`src/rtl/irq_msg_pkg.sv`:
```
// Shared constants and types for the interrupt bus short-message receiver.
// Assumes a fixed 21-cycle frame with two wire bits per cycle.
package irq_msg_pkg;
    localparam int POS_W      = 5;    // frame position counter width
    localparam int ID_W       = 4;    // physical destination ID width
    localparam int PAIR_W     = 2;    // bits per bus cycle
    localparam int DATA_FIRST = 6;    // first data cycle
    localparam int DATA_LAST  = 16;   // last data cycle
    localparam int DATA_CYC   = DATA_LAST - DATA_FIRST + 1;
    localparam int DATA_W     = DATA_CYC * PAIR_W;
    localparam int CKS_CYC    = 17;
    localparam int POST_CYC   = 18;
    localparam int STAT0_CYC  = 19;
    localparam int LAST_CYC   = 21;

    localparam logic [PAIR_W-1:0] BUS_IDLE  = 2'b11;
    localparam logic [PAIR_W-1:0] ST_ERROR  = 2'b00;
    localparam logic [PAIR_W-1:0] ST_CLAIM  = 2'b01;
    localparam logic [2:0]        MODE_LOWEST = 3'b001;

    typedef struct packed {
        logic       dm;
        logic [2:0] mode;
        logic       level;
        logic       trig;
        logic [7:0] vector;
        logic [7:0] dest;
    } irq_msg_t;
endpackage

```
`src/rtl/irq_frame_timer.sv`:
```
// Tracks the position inside a frame. A non-idle sample while waiting is
// cycle 1; the counter then holds the number of the next sample. Assumes
// the bus reads all-ones when nobody drives it. ABORT_RUN of 0 disables
// the abandon rule.
module irq_frame_timer
    import irq_msg_pkg::*;
#(
    parameter int ABORT_RUN = 12
) (
    input  logic              clk,
    input  logic              rst_n,
    input  logic [PAIR_W-1:0] bus_in,
    output logic [POS_W-1:0]  pos,
    output logic              start,
    output logic              abort
);
    localparam int RUN_W = (ABORT_RUN > 0) ? $clog2(ABORT_RUN + 1) : 1;

    logic [POS_W-1:0] pos_q;
    logic [RUN_W-1:0] run_q;
    logic             bus_idle;

    assign bus_idle = (bus_in == BUS_IDLE);
    assign start    = (pos_q == '0) && !bus_idle;
    assign pos      = pos_q;

    generate
        if (ABORT_RUN > 0) begin : g_abort
            // Abandon when this idle sample completes the run, up to the checksum cycle
            assign abort = (pos_q != '0) && (pos_q <= POS_W'(CKS_CYC)) && bus_idle
                           && (run_q == RUN_W'(ABORT_RUN - 1));
        end else begin : g_no_abort
            assign abort = 1'b0;
        end
    endgenerate

    // Count consecutive idle samples inside a frame, saturating
    always_ff @(posedge clk) begin
        if (!rst_n) begin
            run_q <= '0;
        end else if (pos_q == '0 || !bus_idle) begin
            run_q <= '0;
        end else if (run_q != {RUN_W{1'b1}}) begin
            run_q <= run_q + 1'b1;
        end
    end

    // Advance the frame position, or return to waiting at the end or on abandon
    always_ff @(posedge clk) begin
        if (!rst_n) begin
            pos_q <= '0;
        end else if (pos_q == '0) begin
            pos_q <= bus_idle ? '0 : POS_W'(2);
        end else if (abort || pos_q == POS_W'(LAST_CYC)) begin
            pos_q <= '0;
        end else begin
            pos_q <= pos_q + 1'b1;
        end
    end
endmodule

```
`src/rtl/irq_field_capture.sv`:
```
// Shifts in the de-inverted data pairs of cycles 6..16, keeps a running
// modulo-4 sum of them and latches the de-inverted checksum of cycle 17.
// Assumes pos is the number of the sample at the current edge.
module irq_field_capture
    import irq_msg_pkg::*;
(
    input  logic              clk,
    input  logic              rst_n,
    input  logic              start,
    input  logic [POS_W-1:0]  pos,
    input  logic [PAIR_W-1:0] bus_in,
    output logic [DATA_W-1:0] data_q,
    output logic [PAIR_W-1:0] sum_q,
    output logic [PAIR_W-1:0] cks_q
);
    logic              in_data;
    logic [PAIR_W-1:0] pair;

    assign pair    = ~bus_in;
    assign in_data = (pos >= POS_W'(DATA_FIRST)) && (pos <= POS_W'(DATA_LAST));

    // Collect data pairs and accumulate the checksum over them
    always_ff @(posedge clk) begin
        if (!rst_n) begin
            data_q <= '0;
            sum_q  <= '0;
        end else if (start) begin
            sum_q  <= '0;
        end else if (in_data) begin
            data_q <= {data_q[DATA_W-PAIR_W-1:0], pair};
            sum_q  <= sum_q + pair;
        end
    end

    // Latch the transmitted checksum
    always_ff @(posedge clk) begin
        if (!rst_n) begin
            cks_q <= '0;
        end else if (pos == POS_W'(CKS_CYC)) begin
            cks_q <= pair;
        end
    end
endmodule

```
`src/rtl/irq_status_resp.sv`:
```
// Decides the status answer for cycle 19 and watches the bus in that cycle
// for an error code from any node. Assumes the sum and checksum are final
// by the postamble cycle.
module irq_status_resp
    import irq_msg_pkg::*;
(
    input  logic              clk,
    input  logic              rst_n,
    input  logic              start,
    input  logic [POS_W-1:0]  pos,
    input  logic [PAIR_W-1:0] bus_in,
    input  logic [PAIR_W-1:0] sum_q,
    input  logic [PAIR_W-1:0] cks_q,
    input  logic              claim_req,
    output logic              drv_en,
    output logic [PAIR_W-1:0] drv_val,
    output logic              bad_q,
    output logic              err_q
);
    logic claim_q;

    // Judge the checksum and claim during the postamble; clear per frame
    always_ff @(posedge clk) begin
        if (!rst_n) begin
            bad_q   <= 1'b0;
            claim_q <= 1'b0;
        end else if (start) begin
            bad_q   <= 1'b0;
            claim_q <= 1'b0;
        end else if (pos == POS_W'(POST_CYC)) begin
            bad_q   <= (sum_q != cks_q);
            claim_q <= claim_req;
        end
    end

    // Record whether the bus carried an error code in cycle 19
    always_ff @(posedge clk) begin
        if (!rst_n) begin
            err_q <= 1'b0;
        end else if (start) begin
            err_q <= 1'b0;
        end else if (pos == POS_W'(STAT0_CYC)) begin
            err_q <= (bus_in == ST_ERROR);
        end
    end

    // Drive the status pair only while cycle 19 is on the bus
    always_comb begin
        drv_en  = (pos == POS_W'(STAT0_CYC)) && (bad_q || claim_q);
        drv_val = bad_q ? ST_ERROR : ST_CLAIM;
    end
endmodule

```
`src/rtl/irq_msg_rx.sv`:
```
// Top of the short-message receiver: frame timing, field capture, status
// answer, destination match and the accepted-message strobe. Assumes
// bus_in is the resolved wired-AND of all drivers, including drv_val.
module irq_msg_rx
    import irq_msg_pkg::*;
#(
    parameter int ABORT_RUN = 12
) (
    input  logic              clk,
    input  logic              rst_n,
    input  logic [1:0]        bus_in,
    input  logic [3:0]        my_id,
    input  logic              focus_en,
    output logic              drv_en,
    output logic [1:0]        drv_val,
    output logic              msg_valid,
    output logic              msg_dm,
    output logic [2:0]        msg_mode,
    output logic              msg_level,
    output logic              msg_trig,
    output logic [7:0]        msg_vector,
    output logic [7:0]        msg_dest
);
    logic [POS_W-1:0]  pos;
    logic              start;
    logic              abort;
    logic [DATA_W-1:0] data_q;
    logic [PAIR_W-1:0] sum_q;
    logic [PAIR_W-1:0] cks_q;
    logic              bad_q;
    logic              err_q;
    logic              match;
    logic              claim_req;
    irq_msg_t          dec;
    irq_msg_t          out_q;
    logic              valid_q;

    irq_frame_timer #(.ABORT_RUN(ABORT_RUN)) u_timer (
        .clk(clk), .rst_n(rst_n), .bus_in(bus_in),
        .pos(pos), .start(start), .abort(abort)
    );

    irq_field_capture u_capture (
        .clk(clk), .rst_n(rst_n), .start(start), .pos(pos), .bus_in(bus_in),
        .data_q(data_q), .sum_q(sum_q), .cks_q(cks_q)
    );

    irq_status_resp u_status (
        .clk(clk), .rst_n(rst_n), .start(start), .pos(pos), .bus_in(bus_in),
        .sum_q(sum_q), .cks_q(cks_q), .claim_req(claim_req),
        .drv_en(drv_en), .drv_val(drv_val), .bad_q(bad_q), .err_q(err_q)
    );

    // Map the shifted data pairs onto message fields (first pair is oldest)
    assign dec = irq_msg_t'(data_q);

    // Physical ID compare or broadcast; logical mode never selects
    always_comb begin
        match     = !dec.dm && ((dec.dest[ID_W-1:0] == my_id)
                                || (dec.dest[ID_W-1:0] == {ID_W{1'b1}}));
        claim_req = match && focus_en && (dec.mode == MODE_LOWEST);
    end

    // Present accepted messages with a one-cycle strobe after cycle 21
    always_ff @(posedge clk) begin
        if (!rst_n) begin
            valid_q <= 1'b0;
            out_q   <= '0;
        end else if (pos == POS_W'(LAST_CYC)) begin
            valid_q <= match && !bad_q && !err_q;
            out_q   <= dec;
        end else begin
            valid_q <= 1'b0;
        end
    end

    assign msg_valid  = valid_q;
    assign msg_dm     = out_q.dm;
    assign msg_mode   = out_q.mode;
    assign msg_level  = out_q.level;
    assign msg_trig   = out_q.trig;
    assign msg_vector = out_q.vector;
    assign msg_dest   = out_q.dest;
endmodule

```
`config.mk`:
```
export PLATFORM = sky130hd
export DESIGN_NAME = irq_msg_rx
export DESIGN_NICKNAME = d
export VERILOG_FILES = /design/src/rtl/irq_msg_pkg.sv /design/src/rtl/irq_frame_timer.sv /design/src/rtl/irq_field_capture.sv /design/src/rtl/irq_status_resp.sv /design/src/rtl/irq_msg_rx.sv
export SDC_FILE = /design/constraint.sdc
export NUM_CORES = 1
export LEC_CHECK = 0
export BUFFER_PORTS_ARGS = -buffer_cell sky130_fd_sc_hd__buf_2
export CAP_MARGIN = 5
export CORE_ASPECT_RATIO = 1.5
export CORE_MARGIN = 2
export CORE_UTILIZATION = 40
export DETAILED_ROUTE_END_ITERATION = 10
export PLACE_DENSITY = 0.71
export SLEW_MARGIN = 20
export SYNTH_ARGS = -nofsm -noshare
export SYNTH_HDL_FRONTEND = slang
export SYNTH_SLANG_ARGS = --single-unit
```
`constraint.sdc`:
```
create_clock -name clk -period 1.6 [get_ports clk]
set_clock_uncertainty 0.15 [all_clocks]
set_input_delay 0.48 -clock clk [delete_from_list [all_inputs] [get_ports clk]]
set_output_delay 0.48 -clock clk [all_outputs]
set_load 0.1 [all_outputs]
```
==> metrics.md <==
| Metric | Value |
|---|---|
| Distinct cell type count after synthesis | `39` |
| Top FF cell, synth | `dfxtp_1` |
| Antenna violations before repair | `0` |
| Critical setup path kind | `reg -> reg` |
| Worst r2r path cells | `9` |
| Die W | `68.8 um` |
| Static leakage | `1.61 nW` |
| Maximum root-to-sink buffer count | `2` |
| Initial Util | `0.411` |
| Crit path time final | `1980 ps` |
| Skew-Pair Late Insertion Delay | `350 ps` |
| Post-synth EDFFs | `0` |
| Chip height | `101 um` |
| Final setup vio count | `60` |
| DRC viols | `0` |
| Placed Area | `3390 um^2` |
| Post-DR wirelength/cell | `16.7 um` |
| GR Overflow Total | `0` |
| Required time of the critical path | `1690 ps` |
| Final WL | `7500 um` |
| RSZ-0062 raised after global routing | `yes` |
| Failing checks | `negative setup slack` |
| Critical Path Sink Type | `register` |
| Rows | `35` |
| Share of layout cells above drive strength 1 | `0.564` |
| Dominant cell type by area after synthesis | `dfxtp_1` |
| Pre-CTS WS | `-195 ps` |
| CP startpoint | `u_timer.pos[0]$_SDFF_PP0_` |
| WP depth | `9` |
| Estimated wirelength of the detail-placed design | `3960 um` |
| Top-count cell post-synth | `nand2_1` |
| Gate Count Post-Synth | `296` |
| Most frequent CP cell | `buf_6` |
| Crit Reg-Reg Startpoint | `u_timer.pos[0]$_SDFF_PP0_` |
| Synth Register Bits | `61` |
| Root Buffer | `clkbuf_8` |
| Pre-antenna DRT Iters | `4` |
| Fmax | `0.505 GHz` |
| CP cell instances | `buf_6 -> inv_4 -> ha_4 -> or3b_4 -> buf_6 -> a21o_4 -> clkbuf_16 -> nand2_1 -> a21oi_2` |
| Number of global-route vias before repair | `2425` |
| Syn_nets | `311` |
| Worst reg2reg path endpoint | `u_capture.data_q[4]$_SDFFE_PN0P_` |
| Worst-path maximum fanout | `10` |
| Arr. time, crit path | `2070 ps` |
| Total die area | `6960 um^2` |
| Final ANT Viol Nets | `0` |
| Pwr/cell area | `895 nW/um^2` |
| CP Buf/Inv Count | `4` |
| Syn_area_per_cell | `8.50 um^2` |
| Max-cap check violation count | `0` |
| Fillcell total | `417` |
| CP delay by family, top | `buffers and inverters` |
| Final hold vios | `0` |
| Slowest CP cell | `or3b_4` |
| Num ports | `35` |
| Design area | `4230 um^2` |
| R2R Setup Slk | `-380 ps` |
| Via count | `2384` |
| Final WS setup | `-381 ps` |
| Mapped Area | `2520 um^2` |
| DRT iter0 DRCs | `81` |
| Core ar. | `6130 um^2` |
| GP Congestion | `0.791` |
| Top cell type's share of synthesized area | `0.485` |
| CP max stage delay | `400 ps` |
| Sequential area share after synthesis | `0.485` |
| Hold Buf Count CTS | `0` |
| Run status | `complete, but fails checks` |
| Port Buffers | `33` |
| Synth warn | `0` |
| Largest net degree at the start of global routing | `28` |
| Async S/R FF share, synth | `0` |
| Ant diodes | `0` |
| Nets | `384` |
| Global-route usage over all layers | `0.219` |
| Area delta synth->final | `68.2%` |
| Synth area leaders | `dfxtp_1 (49%), nand2_1 (13%), a21oi_2 (6.3%), a21oi_1 (5.2%), xor2_1 (3.1%)` |
| Final Max Slew Viols | `0` |
| Final Cycle Share | `1.24` |
| TritonCTS Buffers | `9` |
| CTS sink cnt | `61` |
| Worst-path clk slew | `70 ps` |
| Clock tree from TritonCTS | `done` |
| Via density | `5.32` |
| Peak VDD IR | `0.853 mV` |
| CP startpoint kind | `register` |
| Hold Path Class | `in -> reg` |
| H-tree lvl count | `3` |
| CP endpoint | `u_capture.data_q[4]$_SDFFE_PN0P_` |
| Most instantiated cells after synthesis | `nand2_1 (89), dfxtp_1 (61), a21oi_1 (26)` |
| Global-route wire length before repair | `11100 um` |
## kinds of logic (layout without fill, tap and decap cells)
logic type	Yosys count	in the layout	synth area share
AOI/OAI and AO/OA	62	62	0.172
xor gates and xnor gates	12	12	0.0418
adders and majority gates	6	6	0.0298
buffers and inverters	25	103	0.0502
DFF	61	61	0.485
muxes	1	1	0.00398
other	1	1	0.00149
and+or+nand+nor	128	128	0.215
## power by group
| part | internal, mW | switching, mW |
|---|---|---|
| Sequential | 1.56 | 0.0278 |
| Clock | 0.757 | 0.621 |
| Combinational | 0.421 | 0.403 |
## layer usage
layer,track usage,part of all wire,vias to the layer above
li1,-,-,1139
met3,0.0567,0.032,22
met4,0.136,0.032,0
met5,0,0,-
met1,0.230,0.37,1156
met2,0.379,0.57,67
## state kept, by name (all words and copies together) (netlist names)
signal / count
u_capture.data_q: 22
msg_dest: 8
msg_vector: 8
u_timer.pos: 5
u_timer.run_q: 4
msg_mode: 3
u_capture.cks_q: 2
u_capture.sum_q: 2
msg_dm: 1
msg_level: 1
msg_trig: 1
msg_valid: 1
u_status.bad_q: 1
u_status.claim_q: 1
u_status.err_q: 1
## metrics by stage
| stage | utilization | hold slack (ps) | cells | total power, mW | TNS, ps |
|---|---|---|---|---|---|
| 6_report | 0.691 | 319 | 448 | 3.79 | -13220 |
| 5_1_grt | 0.691 | 317 | 448 | 3.91 | -15510 |
| 4_1_cts | 0.663 | 297 | 448 | 3.66 | -11530 |
| 3_5_place_dp | 0.552 | 282 | 414 | 2.07 | -4340 |
| 3_3_place_gp | 0.552 | 274 | 414 | 2.05 | -2870 |
| 2_1_floorplan | - | 282 | 296 | 1.91 | -2590 |
## worst register-to-register path: stages (launching register included)
cell and delay (ps):
dfxtp_4 350, buf_6 120, inv_4 50, ha_4 110, or3b_4 400, buf_6 150, a21o_4 220, clkbuf_16 170
nand2_1 90, a21oi_2 60
## what timing repair did
action	4_1_cts	5_1_grt
pin swaps	39	23
hold endpoints to repair	0	0
setup buffers	13	1
cloned	5	2
endpoints found under the setup margin	53	64
gates resized for setup	67	56
## cell type report
| class | instances | area [um^2] | area share |
|---|---|---|---|
| multi-input combinational | 210 | 1590 | 0.376 |
| sequential | 61 | 1230 | 0.292 |
| timing repair buffer | 80 | 1090 | 0.258 |
| clock buffer | 12 | 145 | 0.0343 |
| tap | 74 | 92.6 | 0.0219 |
| clock inverter | 4 | 47.5 | 0.0112 |
| inverter | 7 | 28.8 | 0.00680 |
## worst min path at each step
stage	from	end	slack (ps)	depth (start not counted)
CTS	rst_n	u_status.bad_q$_SDFFE_PP0N_	300	3
floorplan	u_status.err_q$_SDFFE_PP0P_	u_status.err_q$_SDFFE_PP0P_	280	2
detailed placement	u_timer.pos[0]$_SDFF_PP0_	u_timer.pos[0]$_SDFF_PP0_	280	1
global route	rst_n	u_status.claim_q$_SDFFE_PP0N_	320	3
global placement	u_timer.pos[0]$_SDFF_PP0_	u_timer.pos[0]$_SDFF_PP0_	270	1
finish	rst_n	u_status.claim_q$_SDFFE_PP0N_	320	3
## cells in the final DEF (no fill, tap or decap), types with 2 or more instances in the layout
cell       count
a21oi_1       12
buf_2          8
nand2_2       37
a211oi_1       3
buf_4         25
buf_6         11
xnor2_1        3
xor2_1         9
nor2_4         5
clkbuf_1       2
clkbuf_8      10
a211oi_2       4
dfxtp_1       54
nand2_4        8
nor2_1        12
nor3_2         3
nand4_1        2
a21oi_2       32
inv_1          4
clkbuf_16      2
nand2_1       44
inv_2          2
nand3_1        4
dfxtp_2        5
ha_1           3
ha_4           3
buf_16         2
clkinv_2       2
nand3_4        2
dfxtp_4        2
buf_12        31
Power figures use the tool's default switching activity.
